### src/rtl/csw_pkg.sv
package csw_pkg;

  // Sequencer state of the wait timer
  typedef enum logic {
    ST_IDLE = 1'b0,
    ST_WAIT = 1'b1
  } wait_state_e;

endpackage

### src/rtl/csw_regs.sv
// Configuration storage: one wait count per area, packed into word fields.
module csw_regs #(
  parameter int N_AREAS = 8,
  parameter int CNT_W   = 3,
  parameter int REG_W   = 16,
  parameter int FLD_W   = 4,
  parameter int RST_CNT = 7,
  localparam int PER_REG = REG_W / FLD_W,
  localparam int N_REGS  = N_AREAS / PER_REG,
  localparam int SEL_W   = (N_REGS > 1) ? $clog2(N_REGS) : 1
) (
  input  logic                                clk,
  input  logic                                rst,
  input  logic                                wr_en,
  input  logic [SEL_W-1:0]                    wr_sel,
  input  logic [REG_W-1:0]                    wr_data,
  output logic [N_AREAS-1:0][CNT_W-1:0]       area_cnt,
  output logic [N_REGS-1:0][REG_W-1:0]        words
);

  logic [CNT_W-1:0] cnt_q [N_AREAS];

  // One count register per area; each decodes its own word and slot
  for (genvar a = 0; a < N_AREAS; a++) begin : g_area
    localparam int RIDX = a / PER_REG;
    localparam int LO   = FLD_W * (a % PER_REG);

    always_ff @(posedge clk) begin
      if (rst) begin
        cnt_q[a] <= CNT_W'(RST_CNT);
      end else if (wr_en && (int'(wr_sel) == RIDX)) begin
        cnt_q[a] <= wr_data[LO +: CNT_W];
      end
    end

    assign area_cnt[a] = cnt_q[a];
  end

  // Readback words: reserved upper bits of each field are tied low
  for (genvar r = 0; r < N_REGS; r++) begin : g_word
    for (genvar s = 0; s < PER_REG; s++) begin : g_slot
      assign words[r][FLD_W*s +: FLD_W] =
        {{(FLD_W-CNT_W){1'b0}}, cnt_q[r*PER_REG + s]};
    end
  end

endmodule

### src/rtl/csw_sel.sv
// Picks the wait count of the area addressed by the current access.
module csw_sel #(
  parameter int N_AREAS = 8,
  parameter int CNT_W   = 3,
  localparam int AREA_W = (N_AREAS > 1) ? $clog2(N_AREAS) : 1
) (
  input  logic [N_AREAS-1:0][CNT_W-1:0] area_cnt,
  input  logic [AREA_W-1:0]             area_idx,
  input  logic                          internal,
  output logic [CNT_W-1:0]              sel_cnt
);

  // Internal accesses never receive programmed waits
  always_comb begin
    if (internal) sel_cnt = '0;
    else          sel_cnt = area_cnt[area_idx];
  end

endmodule

### src/rtl/csw_timer.sv
// Wait sequencer: captures a count on start and stretches the cycle.
module csw_timer #(
  parameter int CNT_W = 3
) (
  input  logic             clk,
  input  logic             rst,
  input  logic             start,
  input  logic [CNT_W-1:0] load_cnt,
  output logic             ready,
  output logic             done
);
  import csw_pkg::*;

  wait_state_e      st_q;
  logic [CNT_W-1:0] rem_q;

  always_ff @(posedge clk) begin
    if (rst) begin
      st_q  <= ST_IDLE;
      rem_q <= '0;
      ready <= 1'b1;
      done  <= 1'b0;
    end else begin
      unique case (st_q)
        ST_IDLE: begin
          if (start && (load_cnt == '0)) begin
            done <= 1'b1;
          end else if (start) begin
            rem_q <= load_cnt;
            st_q  <= ST_WAIT;
            ready <= 1'b0;
            done  <= 1'b0;
          end else begin
            done <= 1'b0;
          end
        end
        ST_WAIT: begin
          if (rem_q == CNT_W'(1)) begin
            rem_q <= '0;
            st_q  <= ST_IDLE;
            ready <= 1'b1;
            done  <= 1'b1;
          end else begin
            rem_q <= rem_q - 1'b1;
          end
        end
        default: begin
          st_q  <= ST_IDLE;
          ready <= 1'b1;
          done  <= 1'b0;
        end
      endcase
    end
  end

endmodule

### src/rtl/csw_wait_gen.sv
// Top: per-area wait-state generator with a word-wide configuration port.
module csw_wait_gen #(
  parameter int N_AREAS = 8,
  parameter int CNT_W   = 3,
  parameter int REG_W   = 16,
  parameter int FLD_W   = 4,
  parameter int RST_CNT = 7,
  localparam int PER_REG = REG_W / FLD_W,
  localparam int N_REGS  = N_AREAS / PER_REG,
  localparam int SEL_W   = (N_REGS > 1) ? $clog2(N_REGS) : 1,
  localparam int AREA_W  = (N_AREAS > 1) ? $clog2(N_AREAS) : 1
) (
  input  logic              clk,
  input  logic              rst,
  input  logic              wr_en,
  input  logic [SEL_W-1:0]  wr_sel,
  input  logic [REG_W-1:0]  wr_data,
  input  logic [SEL_W-1:0]  rd_sel,
  output logic [REG_W-1:0]  rd_data,
  input  logic              cyc_start,
  input  logic [AREA_W-1:0] cyc_area,
  input  logic              cyc_internal,
  output logic              bus_ready,
  output logic              cyc_done
);

  logic [N_AREAS-1:0][CNT_W-1:0] area_cnt;
  logic [N_REGS-1:0][REG_W-1:0]  words;
  logic [CNT_W-1:0]              sel_cnt;

  csw_regs #(
    .N_AREAS (N_AREAS),
    .CNT_W   (CNT_W),
    .REG_W   (REG_W),
    .FLD_W   (FLD_W),
    .RST_CNT (RST_CNT)
  ) u_regs (
    .clk      (clk),
    .rst      (rst),
    .wr_en    (wr_en),
    .wr_sel   (wr_sel),
    .wr_data  (wr_data),
    .area_cnt (area_cnt),
    .words    (words)
  );

  csw_sel #(
    .N_AREAS (N_AREAS),
    .CNT_W   (CNT_W)
  ) u_sel (
    .area_cnt (area_cnt),
    .area_idx (cyc_area),
    .internal (cyc_internal),
    .sel_cnt  (sel_cnt)
  );

  csw_timer #(
    .CNT_W (CNT_W)
  ) u_timer (
    .clk      (clk),
    .rst      (rst),
    .start    (cyc_start),
    .load_cnt (sel_cnt),
    .ready    (bus_ready),
    .done     (cyc_done)
  );

  // Registered readback, sampled before any write on the same edge
  always_ff @(posedge clk) begin
    if (rst) rd_data <= '0;
    else     rd_data <= words[rd_sel];
  end

endmodule

### config.mk
export PLATFORM = sky130hd
export DESIGN_NAME = csw_wait_gen
export DESIGN_NICKNAME = d
export VERILOG_FILES = /design/src/rtl/csw_pkg.sv /design/src/rtl/csw_regs.sv /design/src/rtl/csw_sel.sv /design/src/rtl/csw_timer.sv /design/src/rtl/csw_wait_gen.sv
export SDC_FILE = /design/constraint.sdc
export NUM_CORES = 1
export LEC_CHECK = 0
export BUFFER_PORTS_ARGS = -buffer_cell sky130_fd_sc_hd__buf_4
export CORE_UTILIZATION = 55
export CTS_BUF_LIST = sky130_fd_sc_hd__clkbuf_8
export DETAILED_ROUTE_END_ITERATION = 10
export GPL_TIMING_DRIVEN = 0
export PLACE_DENSITY = 0.81
export SYNTH_ARGS = -nofsm -noshare
export SYNTH_HDL_FRONTEND = slang
export SYNTH_SLANG_ARGS = --single-unit
### constraint.sdc
create_clock -name clk -period 2 [get_ports clk]
set_input_delay 0.1 -clock clk [delete_from_list [all_inputs] [get_ports clk]]
set_output_delay 0.1 -clock clk [all_outputs]
set_load 0.01 [all_outputs]
==> flow_summary.toml <==
[drt]
drt-vias-per-instance = 5.33
drtAntennaViolNets = 0
detailroute.via_count = 1359
drt_pass1_iterations = 4
drt_drc_violations_left = 0
first_iter_violations = 71
route.detailed.wl_per_inst_um = 14.3
drt-total-wl_mm = 3.64

[critical_path]
worst_ep_required_time_ps = 2170
critical_path.startpoint_type = "flip-flop"
crit_path_end_kind = "flip-flop"
timing.critical_path.fanout_max = 5
timing.setup.critical_path_class = "reg -> reg"
critical_path_arrival_ps = 1680

[cells_and_area]
final_cell_mix = "buf_4, edfxtp_1, mux2i_1"
post-route-util = 0.706
post-route-cell-area_um2 = 2370
final_layout_size_suffix_gt1_frac = 0.321
layout.cells.most_common = "buf_4"
area.sequential_um2 = 1080
area_of_the_multi_input_gates_um2 = 797
layout.cells.non_filler = 255
flow.area_growth_from_synthesis_pct = 21.7
num_antenna_cells = 0
nFillCells = 267
nets = 236

[die]
die-height_um = 61.6
starting_density_of_the_core = 0.580
dieArea_um2 = 3790
die_width_um = 61.6
placeableCoreArea_um2 = 3360
io_pins = 44
rows = 21

[sta]
fmaxAchievable_mhz = 661
skew_ps = 4.84
rsz0062_at_grt = "false"
timing.setup.tns_ps = 0
finalHoldViolCount = 0
setup_ws_ps = 487
layout_worst_path_cycle_share = 0.757
finalMaxSlewViolations = 0
setup_violations = 0
finalWorstPathRequiredPeriod_ps = 1510

[yosys]
synth_top_cell_area_share = 0.369
yosys.area_share.simple = 0.169
synth-compound-area-share = 0.0641
yosysTopAreaCell = "edfxtp_1"
postSynthCellCount = 166
ys.warnings.count = 0
synth.ff_latch_count = 42
synth_adder_area_share = 0.0128
count_of_different_cell_masters_after_synthesis = 31
seq_area_frac_synth = 0.554
main_combinational_cell_family_by_area_after_synthesis = "simple AND/OR/NAND/NOR gates"
mappedNetlistArea_um2 = 1950
post_synth_mux_area_share = 0.154
synth.area.top_cells = "edfxtp_1, dfxtp_1, mux2i_1, nand2b_1, or2_2"
synthXorXnorAreaFrac = 0
syn_avg_cell_area_um2 = 11.8

[placed_design]
numPortBuffers = 32
placed_area_um2 = 2260
pre_cts_slack_ps = 500
place_hpwl_mm = 2.82
finalWeightedCongestion = 0.771
place_inst = 247

[clock_tree]
cts_num_sinks = 42
cts_tree = "done"
cts.repair_timing.setup_buffer_count = 0
cts.path.max_buffers = 2
htreeDepth = 2
worst_skew_pair.late_latency_ps = 300
clkSlewWorstSetupHoldPaths_ps = 80
cts_root_buf = "clkbuf_8"
cts_buf_count = 5
cts.hold.buffers_added = 0
cts_repair_resize_count = 0

[power]
power.share.switching = 0.241
worst_ir_drop_vdd_uv = 499
p_seq_frac = 0.515
clock_power_share = 0.332
p_comb_frac = 0.153
p_int_mw = 1.52
leakage_nw = 0.961
switching_pwr_mw = 0.481
power-per-cell-area_nw_per_um2 = 841

[run]
max_cap_violations = 0

[global_routing]
global_route_wire_length_before_repair_mm = 5.75
grt_max_degree = 15
grt_antenna_before_repair = 0
groute.usage.overall = 0.217
first_global_vias = 1322
grt.overflow.total = 0

[hold_path]
min-delay-path-class = "in -> reg"

[status]
outcome = "finished, final reports clean"
## power by group through the flow
stage	sequential [mW]	clock, mW	combinational, mW
2_1_floorplan	1.05	0	0.186
3_3_place_gp	1.04	0	0.292
3_5_place_dp	1.05	0	0.305
4_1_cts	1.03	0.670	0.306
5_1_grt	1.04	0.702	0.337
6_report	1.03	0.664	0.306
## worst max-delay path, cell delays in order (launching register included)
cell	delay [ps]
edfxtp_1	410
mux4_2	510
mux2i_4	220
a21o_1	170
a21oi_1	70
## layer usage
| layer | GRT usage | up-vias | share of wire | wire length, µm |
|---|---|---|---|---|
| li1 | - | 658 | - | - |
| met1 | 0.223 | 656 | 0.40 | 1460 |
| met2 | 0.399 | 39 | 0.54 | 1950 |
| met3 | 0.0693 | 6 | 0.047 | 171 |
| met4 | 0.0984 | 0 | 0.015 | 53 |
| met5 | 0 | - | 0 | 0 |
## synthesized netlist by cell type
master	number
ha_1	2
a21oi_1	4
a22oi_1	1
nor2b_1	4
nand2_1	4
buf_4	4
o211ai_1	1
nor2_1	15
o21ai_0	2
inv_1	3
nand4_1	3
mux2i_4	1
or2_2	13
o22ai_1	1
nor3b_1	1
mux4_2	3
nand3b_1	1
edfxtp_1	24
a21o_1	5
nand3_1	5
conb_1	1
mux2_2	1
nand2b_1	15
buf_6	1
clkbuf_1	6
o22a_2	1
o21ai_1	3
o221a_2	1
mux2i_1	20
buf_2	2
dfxtp_1	18
## final timing paths
check                               endpoint          startpoint  slack (ps)  cells past startpoint
worst max-delay path            u_timer.st_q  u_regs.cnt_q[1][3]         490                      4
worst min-delay path            u_timer.done        cyc_internal          40                      3
worst max register to register  u_timer.st_q  u_regs.cnt_q[1][3]         490                      4
worst min register to register  u_timer.done        u_timer.done         510                      2
## layout make-up
cell class	count	area share
Timing Repair Buffer	32	0.101
Sequential cell	42	0.455
Clock buffer	5	0.0290
Buffer	13	0.0311
Clock inverter	3	0.0190
Tap cell	46	0.0242
Multi-Input combinational cell	111	0.336
Inverter	3	0.00474
## kinds of logic (layout without fill, tap and decap cells)
family          Yosys count  after routing
fa+ha+maj                 2              2
buf+inv                  16             56
flops                    42             42
other cells               1              4
simple gates             61             61
mux                      25             25
compound gates           19             19
## through the flow
step / power, mW / hold WS [ps]
floorplan: 1.23 / 242
global placement: 1.33 / 348
detailed placement: 1.35 / 354
CTS: 2.00 / 44.2
global route: 2.08 / 46.1
finish: 2.00 / 39.7
## sequential cells by signal, indices dropped and copies added, names as in the netlist
register,count
u_timer.rem_q,3
u_timer.done,1
u_timer.ready,1
u_timer.st_q,1
u_regs.cnt_q,24
rd_data,12
No activity file was read; power rests on OpenSTA's default activity.
